`src/rtl/i2c_tgt_pkg.sv`:
```
package i2c_tgt_pkg;

    typedef enum logic [2:0] {
        ST_IDLE,
        ST_ADDR,
        ST_AACK,
        ST_HOLD,
        ST_SETUP,
        ST_TX,
        ST_RACK
    } tgt_state_e;

    localparam logic [7:0] UNDERFLOW_BYTE = 8'hFF;

endpackage

```
`src/rtl/i2c_sync2.sv`:
```
module i2c_sync2 #(
    parameter int W = 2
) (
    input  logic         clk,
    input  logic         rst_n,
    input  logic [W-1:0] din,
    output logic [W-1:0] dout
);

    logic [W-1:0] s1_q, s2_q;

    always_ff @(posedge clk or negedge rst_n) begin
        if (!rst_n) begin
            s1_q <= '1;
            s2_q <= '1;
        end else begin
            s1_q <= din;
            s2_q <= s1_q;
        end
    end

    assign dout = s2_q;

endmodule

```
`src/rtl/i2c_tx_fifo.sv`:
```
module i2c_tx_fifo #(
    parameter  int DEPTH = 8,
    parameter  int W     = 8,
    localparam int CW    = $clog2(DEPTH + 1),
    localparam int PW    = (DEPTH > 1) ? $clog2(DEPTH) : 1
) (
    input  logic          clk,
    input  logic          rst_n,
    input  logic          push,
    input  logic [W-1:0]  din,
    input  logic          pop,
    input  logic          flush,
    output logic [W-1:0]  head,
    output logic [CW-1:0] count,
    output logic          empty
);

    typedef struct packed {
        logic [PW-1:0] rp;
        logic [PW-1:0] wp;
        logic [CW-1:0] cnt;
    } fifo_st_t;

    fifo_st_t   q, d;
    logic [W-1:0] mem [DEPTH];
    logic full, push_ok, pop_ok;

    function automatic logic [PW-1:0] bump(input logic [PW-1:0] p);
        return (p == PW'(DEPTH - 1)) ? '0 : p + 1'b1;
    endfunction

    assign full    = (q.cnt == CW'(DEPTH));
    assign empty   = (q.cnt == '0);
    assign push_ok = push && !full && !flush;
    assign pop_ok  = pop && !empty && !flush;

    always_comb begin
        d = q;
        if (flush) begin
            d = '0;
        end else begin
            if (push_ok) d.wp = bump(q.wp);
            if (pop_ok)  d.rp = bump(q.rp);
            d.cnt = q.cnt + CW'(push_ok) - CW'(pop_ok);
        end
    end

    always_ff @(posedge clk or negedge rst_n) begin
        if (!rst_n) q <= '0;
        else        q <= d;
    end

    always_ff @(posedge clk) begin
        if (push_ok) mem[q.wp] <= din;
    end

    assign head  = mem[q.rp];
    assign count = q.cnt;


    no_overflow_chk: assert property (@(posedge clk) disable iff (!rst_n)
        (push && full && !pop && !flush) |=> (count == CW'(DEPTH)));

endmodule

```
`src/rtl/i2c_tgt_tx.sv`:
```
module i2c_tgt_tx
    import i2c_tgt_pkg::*;
#(
    parameter  int DEPTH = 8,
    parameter  int HCW   = 8,
    localparam int CW    = $clog2(DEPTH + 1)
) (
    input  logic           clk,
    input  logic           rst_n,
    input  logic           scl_i,
    input  logic           sda_i,
    output logic           scl_oe,
    output logic           sda_oe,
    input  logic           enable,
    input  logic           jit_mode,
    input  logic           stretch_en,
    input  logic [6:0]     own_addr,
    input  logic [HCW-1:0] hi_cnt,
    input  logic [CW-1:0]  thresh,
    input  logic           thr_ie,
    input  logic           wr_en,
    input  logic [7:0]     wr_data,
    input  logic           clr_ami,
    input  logic           clr_lock,
    input  logic           clr_done,
    input  logic           clr_unf,
    output logic [CW-1:0]  level,
    output logic           rd_dir,
    output logic           ami_flag,
    output logic           lock_flag,
    output logic           done_flag,
    output logic           unf_flag,
    output logic           thr_flag
);

    typedef struct packed {
        tgt_state_e     st;
        logic [2:0]     bits;
        logic [7:0]     shreg;
        logic [HCW-1:0] cnt;
        logic           scl_p;
        logic           sda_p;
        logic           scl_oe;
        logic           sda_oe;
        logic           acked;
        logic           rd;
        logic           ami;
        logic           lock;
        logic           done;
        logic           unf;
    } tgt_st_t;

    tgt_st_t q, d;

    logic       scl_s, sda_s;
    logic       rise, fall, start_c, stop_c;
    logic       stretch_on, wr_ok, pop_req, flush_req, begin_byte;
    logic [7:0] head;
    logic       empty;

    i2c_sync2 #(.W(2)) u_sync (
        .clk  (clk),
        .rst_n(rst_n),
        .din  ({scl_i, sda_i}),
        .dout ({scl_s, sda_s})
    );

    i2c_tx_fifo #(.DEPTH(DEPTH), .W(8)) u_fifo (
        .clk  (clk),
        .rst_n(rst_n),
        .push (wr_ok),
        .din  (wr_data),
        .pop  (pop_req),
        .flush(flush_req),
        .head (head),
        .count(level),
        .empty(empty)
    );

    assign rise       = scl_s && !q.scl_p;
    assign fall       = !scl_s && q.scl_p;
    assign start_c    = q.sda_p && !sda_s && scl_s && q.scl_p;
    assign stop_c     = !q.sda_p && sda_s && scl_s && q.scl_p;
    assign stretch_on = jit_mode || stretch_en;
    assign wr_ok      = wr_en && !(jit_mode && q.lock);

    always_comb begin
        d          = q;
        pop_req    = 1'b0;
        flush_req  = 1'b0;
        begin_byte = 1'b0;
        d.scl_p    = scl_s;
        d.sda_p    = sda_s;

        if (clr_ami)  d.ami  = 1'b0;
        if (clr_lock) d.lock = 1'b0;
        if (clr_unf)  d.unf  = 1'b0;
        if (clr_done) begin
            d.done = 1'b0;
            if (!jit_mode) flush_req = 1'b1;
        end

        unique case (q.st)
            ST_ADDR: begin
                if (rise && q.cnt != HCW'(8)) begin
                    d.shreg = {q.shreg[6:0], sda_s};
                    d.cnt   = q.cnt + 1'b1;
                end else if (fall && q.cnt == HCW'(8)) begin
                    if (q.shreg[7:1] == own_addr) begin
                        d.sda_oe = 1'b1;
                        d.ami    = 1'b1;
                        d.lock   = 1'b1;
                        d.rd     = q.shreg[0];
                        d.st     = ST_AACK;
                        if (q.shreg[0] && jit_mode) flush_req = 1'b1;
                    end else begin
                        d.st = ST_IDLE;
                    end
                end
            end
            ST_AACK: begin
                if (fall) begin
                    d.sda_oe = 1'b0;
                    if (q.rd) begin_byte = 1'b1;
                    else      d.st       = ST_IDLE;
                end
            end
            ST_HOLD: begin
                if ((!jit_mode || !q.lock) && !empty) begin
                    pop_req  = 1'b1;
                    d.shreg  = head;
                    d.sda_oe = !head[7];
                    d.cnt    = hi_cnt;
                    d.st     = ST_SETUP;
                end
            end
            ST_SETUP: begin
                if (q.cnt == '0) begin
                    d.scl_oe = 1'b0;
                    d.bits   = '0;
                    d.st     = ST_TX;
                end else begin
                    d.cnt = q.cnt - 1'b1;
                end
            end
            ST_TX: begin
                if (fall) begin
                    if (q.bits == 3'd7) begin
                        d.sda_oe = 1'b0;
                        d.acked  = 1'b0;
                        d.st     = ST_RACK;
                    end else begin
                        d.shreg  = {q.shreg[6:0], 1'b0};
                        d.sda_oe = !q.shreg[6];
                        d.bits   = q.bits + 1'b1;
                    end
                end
            end
            ST_RACK: begin
                if (rise) begin
                    if (sda_s) begin
                        d.done = 1'b1;
                        d.st   = ST_IDLE;
                    end else begin
                        d.acked = 1'b1;
                    end
                end else if (fall && q.acked) begin
                    begin_byte = 1'b1;
                end
            end
            default: ;
        endcase

        if (begin_byte) begin
            if (stretch_on) begin
                d.scl_oe = 1'b1;
                d.st     = ST_HOLD;
            end else begin
                d.st   = ST_TX;
                d.bits = '0;
                if (!empty) begin
                    pop_req  = 1'b1;
                    d.shreg  = head;
                    d.sda_oe = !head[7];
                end else begin
                    d.shreg  = UNDERFLOW_BYTE;
                    d.sda_oe = 1'b0;
                    d.unf    = 1'b1;
                end
            end
        end

        if (start_c) begin
            d.st     = ST_ADDR;
            d.cnt    = '0;
            d.sda_oe = 1'b0;
            d.scl_oe = 1'b0;
        end else if (stop_c) begin
            d.st     = ST_IDLE;
            d.sda_oe = 1'b0;
            d.scl_oe = 1'b0;
        end

        if (!enable) begin
            d.st     = ST_IDLE;
            d.sda_oe = 1'b0;
            d.scl_oe = 1'b0;
        end
    end

    always_ff @(posedge clk or negedge rst_n) begin
        if (!rst_n) begin
            q       <= '0;
            q.scl_p <= 1'b1;
            q.sda_p <= 1'b1;
        end else begin
            q <= d;
        end
    end

    assign scl_oe    = q.scl_oe;
    assign sda_oe    = q.sda_oe;
    assign rd_dir    = q.rd;
    assign ami_flag  = q.ami;
    assign lock_flag = q.lock;
    assign done_flag = q.done;
    assign unf_flag  = q.unf;
    assign thr_flag  = thr_ie && (level <= thresh);


    match_pair_chk: assert property (@(posedge clk) disable iff (!rst_n)
        $rose(ami_flag) |-> lock_flag);


    lock_wr_chk: assert property (@(posedge clk) disable iff (!rst_n)
        (jit_mode && lock_flag && wr_en && !pop_req && !flush_req) |=> $stable(level));


    no_scl_drive_chk: assert property (@(posedge clk) disable iff (!rst_n)
        (begin_byte && !stretch_on) |=> !scl_oe);


    sda_low_chg_chk: assert property (@(posedge clk) disable iff (!rst_n)
        ($past(enable) && (sda_oe != $past(sda_oe))) |-> !$past(scl_s));

endmodule

```
`config.mk`:
```
export PLATFORM = sky130hd
export DESIGN_NAME = i2c_tgt_tx
export DESIGN_NICKNAME = d
export VERILOG_FILES = /design/src/rtl/i2c_tgt_pkg.sv /design/src/rtl/i2c_sync2.sv /design/src/rtl/i2c_tx_fifo.sv /design/src/rtl/i2c_tgt_tx.sv
export SDC_FILE = /design/constraint.sdc
export NUM_CORES = 1
export LEC_CHECK = 0
export ABC_AREA = 1
export BUFFER_PORTS_ARGS = -buffer_cell sky130_fd_sc_hd__buf_2
export CORE_MARGIN = 2
export CORE_UTILIZATION = 50
export CTS_CLUSTER_DIAMETER = 120
export DETAILED_ROUTE_END_ITERATION = 7
export PLACE_DENSITY = 0.69
export SLEW_MARGIN = 15
export SYNTH_ARGS = -nofsm -noshare
export SYNTH_HDL_FRONTEND = slang
export SYNTH_SLANG_ARGS = --single-unit
export TNS_END_PERCENT = 1
```
`constraint.sdc`:
```
create_clock -name clk -period 3.2 [get_ports clk]
set_input_delay 0.16 -clock clk [delete_from_list [all_inputs] [get_ports clk]]
set_output_delay 0.16 -clock clk [all_outputs]
set_load 0.005 [all_outputs]
```
# After elaboration in Yosys (flattened, before gate mapping)
# Memories as Yosys holds them, arrays and structs flattened.
# Cells that the tools add are included.
[classes] magnitude_cmp=1 muxes=86 n_addsub=7 bitwise=1 reduce_logical=44 eq_ne=31
[ops] cell="6-bit != test, second input constant" count=9
[ops] cell="3-bit two-way mux" count=16
[ops] cell="8-bit one-hot mux with 3 select lines" count=2
[ops] cell="1-bit two-way mux" count=42
[ops] cell="16-bit two-way mux" count=2
[ops] cell="14-bit two-way mux" count=2
[ops] cell="8-bit two-way mux" count=3
[ops] cell="11-bit two-way mux" count=2
[ops] cell="1-bit logical AND" count=20
[ops] cell="2-bit two-way mux" count=10
[ops] cell="3-bit == test, second input constant" count=6
[ops] cell="3-bit one-hot mux with 6 select lines" count=1
[ops] cell="1-bit zero test" count=12
[ops] cell="11-bit AND reduction" count=1
[ops] cell="10-bit two-way mux" count=1
[ops] cell="10-bit by 1-bit != test with 1-bit output, second input constant" count=1
[ops] cell="3-bit by 1-bit adder with 3-bit output, second input constant" count=3
[ops] cell="3-bit != test, second input constant" count=3
[ops] cell="8-bit by 1-bit adder with 8-bit output, second input constant" count=1
[ops] cell="8-bit by 4-bit == test with 1-bit output, second input constant" count=1
[ops] cell="8-bit zero test" count=1
[ops] cell="2-bit != test, second input constant" count=4
[ops] cell="8-bit by 4-bit != test with 1-bit output, second input constant" count=1
[ops] cell="4-bit AND reduction" count=2
[ops] cell="19 further kinds" count=24
[word_totals] n_memories=1 mem_bits_rw=64 reg_bits=46 wordCells=190 input_bits=40
[mem_list] memory="u_fifo.mem" depth=8 width=8 rd=1 rd_ports_with_merged_regs=0 write_ports=1 line="i2c_tx_fifo.sv:25" text="logic [W-1:0] mem [DEPTH];"

# Logic depth before layout (Yosys ltp)
# Gate-level depths: netlist of run 1.
[logic_depth] word_depth=12 mapped_depth=16 depth_no_buf=16

# Modules after synthesis
# Synthesis of run 1 repeated with hierarchy kept, for this count alone.
[unflattened] hier_cells=821 area_unflattened_um2=6389.9
[modules_own_cells] module="i2c_tx_fifo" cells_each=370 area_per_inst_um2=3542.1 seq_area_each_um2=2172.1 instances=1
[modules_own_cells] module="i2c_tgt_tx" cells_each=447 area_per_inst_um2=2742.6 seq_area_each_um2=803.3 instances=1
[modules_own_cells] module="i2c_sync2" cells_each=4 area_per_inst_um2=105.1 seq_area_each_um2=105.1 instances=1

# Worst setup path after synthesis of run 1
# Ideal clock, no wire load.
[synth_path] path_kind="reg-to-reg" startpoint="register q[10] (netlist name)" endpoint="register u_fifo.q (netlist bit u_fifo.count[2])" path_stages_with_launch=16 arrival_ns=2.589 path_buffers=0 required_time_ns=3.080 setup_ns=0.120 synth_period_minus_slack_ns=2.709 setup_slack_ns=0.491 cell_sequence="dfrtp_1 inv_1 ha_1 nand3_1 nor2_2 nor2_1 nor2_1 nand4_4 nand2_1 nor2_1 ha_1 inv_1 ha_1 fa_1 xnor2_1 nor2_1"
[synth_lines] item="start: declaration" line="i2c_tgt_tx.sv:53" text="tgt_st_t q, d;"
[synth_lines] item="end signal: assignment" line="i2c_tx_fifo.sv:49" text="if (!rst_n) q <= '0;"
[synth_lines] item="end signal: assignment" line="i2c_tx_fifo.sv:50" text="else q <= d;"
[synth_lines] item="end: declaration" line="i2c_tx_fifo.sv:24" text="fifo_st_t q, d;"

==> metrics.yaml, run 1 <==
logic_synthesis:
  synthCells: 685
  syn_avg_cell_area_um2: 8.68
  yosys_warnings: 0
  yosysSeqAreaShare_pct: 51.8
  syn-cell-area_mm2: 0.00595
  synth_edf_count: 64
  synth-seq-cells: 110
  synth_ff_type: "edfxtp_1"
  ys_types: 42
  async_reset_ff_share_pct: 41.8
  syn_nets: 744
floorplan:
  die_area_mm2: 0.0128
  die-width_um: 113
  start_util_pct: 51.7
  io-pin-count: 52
  placeableCoreArea_mm2: 0.0115
  die_y_um: 113
  rows: 39
finish:
  finalNetCount: 805
  area_growth_pct: 12.9
  drive_above_1_share_pct: 15.4
  antenna_cells: 0
  final_common_cell: "nand2_1"
  final_cell_mix: "nand2_1 (145), nor2_1 (109), inv_1 (71), edfxtp_1 (64), o21ai_0 (52)"
timing:
  worst_pin_slew_ns: 0.844
  max_freq_ghz: 0.344
  final.setup.worst_slack_ns: 0.295
  rsz0062_at_grt: "false"
  period_share_pct: 90.8
  drv_slew: 0
  post-route-min-period_ns: 2.90
  fin_worst_skew_ns: 0.00670
  max_slew_margin_pct: 43.7
  hold_violations: 0
  finalSetupViolCount: 0
  tns_ns: 0
power:
  pwr-share-clk_pct: 30.1
  power.switching_w: 0.00108
  p_leak_nw: 3.03
  seq_power_share_pct: 49.7
  ir_worst_vdd_mv: 0.416
  p_sw_share_pct: 30.3
  power.density_mw_per_mm2: 532
  combPwrFrac_pct: 20.2
  p_int_w: 0.00249
setup_path:
  arrival_ns: 3.14
  crit_type: "reg -> reg"
  cp-end-kind: "flip-flop"
  crit_required_ns: 3.44
  critPathLaunchType: "flip-flop"
  worst-path-max-fanout: 7
  reg2reg_to: "u_fifo.count[2]$_DFF_PN0_"
  r2r_setup_slack_ns: 0.30
  regToRegStartpoint: "q[10]$_DFFE_PN0P_"
  r2r_cells: 15
global_route:
  track_usage_pct: 21.7
  antenna_found_initial: 0
  grt_max_degree: 47
  grt_pass1_vias: 4672
  grt-ovfl-total: 0
  grt_pass1_wl_um: 22300
hold_path:
  hold_depth: 2
  hp-class: "in -> reg"
  whs_endpoint: "done_flag$_DFF_PN0_"
  hp-start: "clr_done"
route:
  routed_wl_um: 13200
  vias_per_cell: 5.33
  dr.pass1.iters: 8
  ant_nets: 0
  wl_per_cell_um: 14.8
  drt_first_iter_violations: 372
  vias: 4761
  remaining_drc_errors: 2
clock_tree:
  cts.path.max_buffers: 2
  post_cts.repair.setup_buffers: 0
  path_clk_slew_ns: 0.08
  htreeDepth: 3
  cts.sinks: 110
  cts_made_buffers: 9
  cts_tree: "yes"
  clk_latency_ns: 0.35
  root_buffer: "clkbuf_16"
placement:
  numPortBuffers: 51
  pre_cts_slack_ns: 0.240
  dp_hpwl_um: 9730
  place_congestion: 0.926
job:
  cap_violations: 0
run_status:
  failed_checks: "design-rule violations"
  status: "complete, but fails checks"
area by class of cell:
cell class                      instances  area (um^2)
Sequential cell                       110         3080
Tap cell                              143          179
Timing Repair Buffer                   70          415
Clock inverter                          6         57.6
Clock buffer                           10          229
Inverter                               77          289
Fill cell                            1027         4800
Multi-Input combinational cell        478         2470
kinds of logic (layout without fill, tap and decap cells):
kind of cell,Yosys count,after routing,share of synthesized area (%)
xor+xnor,8,8,1.18
buf+inv,97,163,6.79
simple gates,348,348,26.5
fa+ha+maj,19,19,4.12
flops,110,110,51.8
compound gates,103,103,9.61
metal layers:
| metal | part of all wire [%] | global-route usage, % | vias to the layer above |
|---|---|---|---|
| met5 | 0 | 0 | - |
| met4 | 1.2 | 5.53 | 0 |
| li1 | - | - | 2404 |
| met3 | 3.5 | 3.80 | 13 |
| met2 | 51 | 38.4 | 103 |
| met1 | 45 | 27.8 | 2241 |
state kept, by name, summed over array words and instances (netlist names):
register / cells
done_flag: 1
scl_oe: 1
lock_flag: 1
u_fifo.count: 4
unf_flag: 1
ami_flag: 1
sda_oe: 1
u_fifo.mem: 64
u_sync.dout: 2
rd_dir: 1
u_fifo.q: 6
u_sync.s1_q: 2
q: 25
worst max path at each step:
stage               cells after the start                        end              start  slack (ns)
floorplan                              15  u_fifo.count[2]$_DFF_PN0_  q[10]$_DFFE_PN0P_        0.49
global placement                       15  u_fifo.count[2]$_DFF_PN0_  q[10]$_DFFE_PN0P_        0.37
detailed placement                     15  u_fifo.count[2]$_DFF_PN0_  q[10]$_DFFE_PN0P_        0.24
CTS                                    15  u_fifo.count[2]$_DFF_PN0_  q[10]$_DFFE_PN0P_        0.23
global route                           15  u_fifo.count[2]$_DFF_PN0_  q[10]$_DFFE_PN0P_        0.05
finish                                 15  u_fifo.count[2]$_DFF_PN0_  q[10]$_DFFE_PN0P_        0.30
critical path, stage by stage, from the launching register on:
cell,delay [ns]
dfrtp_1,0.40
inv_1,0.18
ha_1,0.20
nand3_1,0.13
nor2_2,0.15
nor2_1,0.10
nor2_1,0.17
nand4_4,0.13
nand2_2,0.14
nor2_1,0.06
ha_1,0.27
inv_1,0.04
ha_1,0.21
fa_1,0.38
xnor2_1,0.16
nor2_1,0.07
per-stage QoR:
| stage | cell area [um^2] | power (W) | util (%) | hold slack (ns) | instances |
|---|---|---|---|---|---|
| after floorplan | 5950 | 0.00231 | - | -0.136 | 685 |
| after global placement | 6360 | 0.00248 | 55.3 | 0.267 | 872 |
| after detailed placement | 6360 | 0.00252 | 55.3 | 0.270 | 872 |
| after CTS | 6700 | 0.00361 | 58.2 | 0.0188 | 893 |
| after global routing | 6720 | 0.00379 | 58.3 | 0.0311 | 894 |
| final | 6720 | 0.00357 | 58.3 | 0.0434 | 894 |
power groups by stage:
stage                     registers, W  clock network [W]  logic (W)
final                          0.00178            0.00108   0.000724
after global routing           0.00179            0.00116   0.000835
after CTS                      0.00177            0.00111   0.000728
after detailed placement       0.00180                  0   0.000720
after global placement         0.00180                  0   0.000688
after floorplan                0.00178                  0   0.000530
synth_stat cells (7+ instances only):
cell type | instances | area, um^2
buf_4 | 7 | 52.6
dfrtp_1 | 40 | 1000
edfxtp_1 | 64 | 1920
clkbuf_1 | 7 | 26.3
o21ai_0 | 52 | 260
nand3_1 | 50 | 250
nor2_1 | 109 | 409
inv_1 | 71 | 267
a21oi_1 | 22 | 110
nand4_1 | 17 | 106
ha_1 | 18 | 225
nand2_1 | 146 | 548
o211ai_1 | 13 | 97.6
repair_timing:
item                                    CTS  global route
hold endpoints to repair                  5            40
gates resized for setup                   0             1
hold buffers                              5             1
endpoints found under the setup margin    0             1
No activity file was read; power rests on OpenSTA's default activity.
==> run 2: changes to the inputs <==
--- a/config.mk
+++ b/config.mk
@@ -7,11 +7,14 @@
 export LEC_CHECK = 0
 export ABC_AREA = 1
 export BUFFER_PORTS_ARGS = -buffer_cell sky130_fd_sc_hd__buf_2
+export CELL_PAD_IN_SITES_DETAIL_PLACEMENT = 0
+export CELL_PAD_IN_SITES_GLOBAL_PLACEMENT = 1
 export CORE_MARGIN = 2
-export CORE_UTILIZATION = 50
+export CORE_UTILIZATION = 47
+export CTS_BUF_LIST = sky130_fd_sc_hd__clkbuf_4
 export CTS_CLUSTER_DIAMETER = 120
 export DETAILED_ROUTE_END_ITERATION = 7
-export PLACE_DENSITY = 0.69
+export PLACE_DENSITY_LB_ADDON = 0.1
 export SLEW_MARGIN = 15
 export SYNTH_ARGS = -nofsm -noshare
 export SYNTH_HDL_FRONTEND = slang
==> run 2 against run 1 <==
Setup slack gained 0.043 ns. Clock-buffer cell count shrank 1. Die area grew 6.2%. Critical path type unchanged. Core utilization shrank 4.1 points. Critical path depth is the same. Clock skew grew 0.020 ns. The flow now finishes without violations. Critical endpoint unchanged. Maximum frequency grew 1.5%. Sequential share of layout area shrank 0.31 points. Sequential power is essentially flat. Cell area grew 0.69%. Worst hold slack gained 0.046 ns.
==> metrics.yaml, run 2 (synthesis results as in run 1) <==
floorplan:
  die_y_um: 116
  die_area_mm2: 0.0136
  placeableCoreArea_mm2: 0.0125
  die-width_um: 116
  io-pin-count: 52
  start_util_pct: 47.7
  rows: 41
finish:
  area_growth_pct: 13.7
  top_register: "u_fifo.mem"
  n_fill_cell: 1201
  final_area_mm2: 0.00676
  postLayoutCoreUtil_pct: 54.3
  largest_reg_flops: 64
  final_cell_mix: "nand2_1 (145), nor2_1 (109), inv_1 (70), edfxtp_1 (64), o21ai_0 (52)"
  top_regs: "u_fifo.mem (64), q (25), u_fifo.q (6)"
  antenna_cells: 0
  finalNetCount: 821
  final_common_cell: "nand2_1"
  drive_above_1_share_pct: 15.5
placement:
  numPortBuffers: 51
  place_congestion: 0.830
  dpl_cell_area_mm2: 0.00641
  dp_hpwl_um: 9780
hold_path:
  hp-start: "hi_cnt[3]"
  whs_endpoint: "q[13]$_DFFE_PN0P_"
  hold_depth: 7
  hp-class: "in -> reg"
setup_path:
  worst-path-max-fanout: 7
  critPathLaunchType: "flip-flop"
  crit_type: "reg -> reg"
  crit_top_cell: "nor2_1"
  reg2reg_to: "u_fifo.count[2]$_DFF_PN0_"
  cp-end-kind: "flip-flop"
  r2r_cells: 15
  regToRegStartpoint: "q[10]$_DFFE_PN0P_"
  cpMaxStageDelayCell: "dfrtp_1"
  path_cells: "inv_2 > ha_1 > nand3_1 > nor2_2 > nor2_1 > nor2_1 > nand4_4 > nand2_2 > nor2_1 > ha_1 > inv_1 > ha_1 > fa_1 > xnor2_1 > nor2_1"
  r2r_setup_slack_ns: 0.34
  crit_required_ns: 3.61
  crit_path_max_incr_delay_ns: 0.44
  arrival_ns: 3.27
global_route:
  grt_pass1_vias: 4567
  antenna_found_initial: 0
  grt_pass1_wl_um: 22300
  track_usage_pct: 21.4
  grt_max_degree: 47
  grt-ovfl-total: 0
timing:
  finalSetupViolCount: 0
  fin_worst_skew_ns: 0.0270
  hold_violations: 0
  post-route-min-period_ns: 2.86
  max_slew_margin_pct: 40.5
  worst_hold_slack_ns: 0.0897
  tns_ns: 0
  period_share_pct: 89.4
  max_freq_ghz: 0.349
  drv_slew: 0
  worst_pin_slew_ns: 0.892
  rsz0062_at_grt: "false"
route:
  ant_nets: 0
  dr.pass1.iters: 5
  drt_first_iter_violations: 363
  routed_wl_um: 13600
  vias_per_cell: 5.11
  remaining_drc_errors: 0
  vias: 4800
  wl_per_cell_um: 14.5
clock_tree:
  htreeDepth: 3
  cts_made_buffers: 9
  cts.path.max_buffers: 2
  root_buffer: "clkbuf_4"
  cts.sinks: 110
  path_clk_slew_ns: 0.19
  clk_latency_ns: 0.49
  cts_tree: "yes"
job:
  cap_violations: 0
run_status:
  status: "finished, final reports clean"
power:
  power.density_mw_per_mm2: 474
  p_leak_nw: 3.03
  ir_worst_vdd_mv: 0.420
run 2: changes by cell type in the layout (fill, tap and decap cells not counted):
cell and delta:
dlygate4sd3_1 +15, clkbuf_16 -9, clkbuf_4 +9, inv_8 +2
buf_4 +1, clkbuf_1 -1, inv_1 -1, inv_2 +1
inv_6 -1
run 2: area by class of cell:
type / count / area, um^2 / share of cell area, %
multi-input cells: 478 / 2470 / 36.5
inverters: 77 / 289 / 4.27
well taps: 172 / 215 / 3.18
clock buffers: 9 / 67.6 / 0.999
clock inverters: 7 / 71.3 / 1.05
repair buffers: 86 / 573 / 8.47
flip-flops and latches: 110 / 3080 / 45.6
run 2: how the worst max path moves through the flow:
stage / cells after the start / startpoint / to
floorplan: 15 / q[10]$_DFFE_PN0P_ / u_fifo.count[2]$_DFF_PN0_
global placement: 15 / q[10]$_DFFE_PN0P_ / u_fifo.count[2]$_DFF_PN0_
detailed placement: 15 / q[10]$_DFFE_PN0P_ / u_fifo.count[2]$_DFF_PN0_
CTS: 15 / q[10]$_DFFE_PN0P_ / u_fifo.count[2]$_DFF_PN0_
global route: 15 / q[10]$_DFFE_PN0P_ / u_fifo.count[2]$_DFF_PN0_
finish: 15 / q[10]$_DFFE_PN0P_ / u_fifo.count[2]$_DFF_PN0_
run 2: per-stage QoR:
stage,power [W],instances,setup slack (ns)
6_report,0.00321,939,0.338
5_1_grt,0.00343,939,0.0679
4_1_cts,0.00324,939,0.190
3_5_place_dp,0.00252,902,0.218
3_3_place_gp,0.00250,902,0.353
2_1_floorplan,0.00231,685,0.491
run 2: timing repair:
| action | CTS | global route |
|---|---|---|
| buffers inserted | 0 | 0 |
| gates resized for setup | 0 | 2 |
| setup endpoints to repair | 0 | 2 |
| hold buffers | 21 | 0 |
| hold endpoints to repair | 117 | 0 |
run 2: critical path: cells and delay by family (launching register included):
| kind | cells | cell delay, ns |
|---|---|---|
| xor gates and xnor gates | 1 | 0.16 |
| adders and majority gates | 4 | 1.05 |
| buffers and inverters | 2 | 0.16 |
| DFF | 1 | 0.44 |
| and+or+nand+nor | 8 | 0.98 |
run 2: routing by layer:
metal  track usage (%)  share of wire, %  up-vias
li1                  -                 -     2442
met1              27.3                46     2258
met2              37.4                49       87
met3              4.72               3.4       13
met4              5.08               1.2        0
met5                 0                 0        -
run 2: where the power goes:
group	total, W	leakage (nW)	internal, W	switching, W
clock network	0.000700	0.0750	0.000184	0.000516
registers	0.00177	1.19	0.00166	0.000107
logic	0.000737	1.77	0.000293	0.000443
total	0.00321	3.03	0.00214	0.00107
==> run 3: changes to the inputs <==
--- a/config.mk
+++ b/config.mk
@@ -14,6 +14,7 @@
 export CTS_BUF_LIST = sky130_fd_sc_hd__clkbuf_4
 export CTS_CLUSTER_DIAMETER = 120
 export DETAILED_ROUTE_END_ITERATION = 7
+export MAX_ROUTING_LAYER = met4
 export PLACE_DENSITY_LB_ADDON = 0.1
 export SLEW_MARGIN = 15
 export SYNTH_ARGS = -nofsm -noshare
==> run 3 against run 2 <==
Sequential share of layout area is essentially flat. Sequential power about the same. Critical path depth is the same. Largest power group unchanged. Cell area barely moved. Highest routed layer unchanged. Critical path type unchanged. Critical endpoint unchanged.
==> metrics.yaml, run 3 (synthesis results as in run 1) <==
floorplan:
  die_area_mm2: 0.0136
  rows: 41
  die-width_um: 116
  placeableCoreArea_mm2: 0.0125
  start_util_pct: 47.7
  die_y_um: 116
  io-pin-count: 52
finish:
  top_regs: "u_fifo.mem (64), q (25), u_fifo.q (6)"
  n_fill_cell: 1200
  drive_above_1_share_pct: 15.5
  area_growth_pct: 13.7
  final_cell_mix: "nand2_1 (145), nor2_1 (109), inv_1 (70), edfxtp_1 (64), o21ai_0 (52)"
  multi_input_area_mm2: 0.00247
  final_area_mm2: 0.00677
  finalNetCount: 821
  postLayoutCoreUtil_pct: 54.3
  final_common_cell: "nand2_1"
  register_area_mm2: 0.00308
  top_register: "u_fifo.mem"
  largest_reg_flops: 64
hold_path:
  hold_depth: 7
  hp-class: "in -> reg"
  whs_endpoint: "q[13]$_DFFE_PN0P_"
  hp-start: "hi_cnt[3]"
placement:
  dpl_cell_area_mm2: 0.00641
  dp_hpwl_um: 9780
  place_congestion: 0.843
  numPortBuffers: 51
timing:
  tns_ns: 0
  max_freq_ghz: 0.349
  rsz0062_at_grt: "false"
  max_slew_margin_pct: 40.5
  finalSetupViolCount: 0
  fin_worst_skew_ns: 0.0243
  period_share_pct: 89.4
  hold_violations: 0
  worst_hold_slack_ns: 0.0846
  worst_pin_slew_ns: 0.891
  post-route-min-period_ns: 2.86
  drv_slew: 0
setup_path:
  r2r_setup_slack_ns: 0.34
  cpMaxStageDelayCell: "dfrtp_1"
  crit_path_max_incr_delay_ns: 0.44
  arrival_ns: 3.27
  reg2reg_to: "u_fifo.count[2]$_DFF_PN0_"
  path_cells: "inv_2 > ha_1 > nand3_1 > nor2_2 > nor2_1 > nor2_1 > nand4_4 > nand2_2 > nor2_1 > ha_1 > inv_1 > ha_1 > fa_1 > xnor2_1 > nor2_1"
  regToRegStartpoint: "q[10]$_DFFE_PN0P_"
  cp-end-kind: "flip-flop"
  worst-path-max-fanout: 7
  crit_top_cell: "nor2_1"
  crit_type: "reg -> reg"
  crit_required_ns: 3.61
  critPathLaunchType: "flip-flop"
  cp_top_family: "adder cells"
  critPathBufInv: 2
  r2r_cells: 15
power:
  combPwrFrac_pct: 22.9
  p_int_w: 0.00214
  power.total_w: 0.00321
  power.switching_w: 0.00107
  ir_worst_vdd_mv: 0.418
  power.density_mw_per_mm2: 475
  p_sw_share_pct: 33.3
  seq_power_share_pct: 55.2
  pwr-share-clk_pct: 21.9
  p_leak_nw: 3.03
route:
  drt_first_iter_violations: 390
  wl_per_cell_um: 14.5
  dr.pass1.iters: 5
  ant_nets: 0
  vias: 4784
  routed_wl_um: 13600
  remaining_drc_errors: 0
  vias_per_cell: 5.09
global_route:
  grt-ovfl-total: 0
  grt_pass1_vias: 4570
  grt_util_met3_pct: 5.03
  grt_max_degree: 47
  track_usage_pct: 22.1
  grt.met1_usage_pct: 27.2
  grt.busiest_layer: "met2"
  met2_usage_pct: 37.4
  grt_pass1_wl_um: 22300
  antenna_found_initial: 1
clock_tree:
  post_cts.repair.setup_buffers: 0
  cts_tree: "yes"
  root_buffer: "clkbuf_4"
  htreeDepth: 3
  clk_latency_ns: 0.50
  cts.sinks: 110
  path_clk_slew_ns: 0.19
  cts_made_buffers: 9
  cts.path.max_buffers: 2
job:
  cap_violations: 0
run_status:
  status: "finished, final reports clean"
run 3: changes by cell type in the layout (fill, tap and decap cells not counted), sizes merged:
| cell | before | now |
|---|---|---|
| diode | 0 | 1 |
run 3: what timing repair did:
action / CTS / global route
endpoints found under the hold margin: 117 / 0
gates resized for setup: 0 / 2
setup endpoints to repair: 0 / 2
hold buffers: 21 / 0
run 3: how the worst max path moves through the flow:
stage | from | to | slack, ns | depth (start not counted)
after floorplan | q[10]$_DFFE_PN0P_ | u_fifo.count[2]$_DFF_PN0_ | 0.49 | 15
after global placement | q[10]$_DFFE_PN0P_ | u_fifo.count[2]$_DFF_PN0_ | 0.35 | 15
after detailed placement | q[10]$_DFFE_PN0P_ | u_fifo.count[2]$_DFF_PN0_ | 0.22 | 15
after CTS | q[10]$_DFFE_PN0P_ | u_fifo.count[2]$_DFF_PN0_ | 0.19 | 15
after global routing | q[10]$_DFFE_PN0P_ | u_fifo.count[2]$_DFF_PN0_ | 0.06 | 15
final | q[10]$_DFFE_PN0P_ | u_fifo.count[2]$_DFF_PN0_ | 0.34 | 15
run 3: routing by layer:
layer	wire, um	up-vias
met5	0	-
met4	193	0
met3	433	17
met2	6730	83
met1	6270	2246
li1	-	2438
run 3: power by group through the flow:
stage	combinational, W	sequential [W]	clock, W
floorplan	0.000530	0.00178	0
global placement	0.000707	0.00180	0
detailed placement	0.000723	0.00180	0
CTS	0.000746	0.00177	0.000723
global route	0.000861	0.00180	0.000773
finish	0.000737	0.00177	0.000703
run 3: final cells by class:
cell class | instances | share of cell area, %
sequential | 110 | 45.5
multi-input combinational | 478 | 36.5
timing repair buffer | 86 | 8.47
inverter | 77 | 4.27
tap | 172 | 3.18
clock inverter | 7 | 1.05
clock buffer | 9 | 0.999
antenna | 1 | 0.0370
run 3: per-stage QoR:
step	setup WS (ns)	cells
floorplan	0.491	685
global placement	0.353	902
detailed placement	0.218	902
CTS	0.190	939
global route	0.0613	940
finish	0.338	940
run 3: tightest hold or removal path: cells and delay by family:
family	cells	cell delay (ns)
and+or+nand+nor	2	0.09
AOI/OAI and AO/OA	3	0.19
buffers and inverters	2	0.12
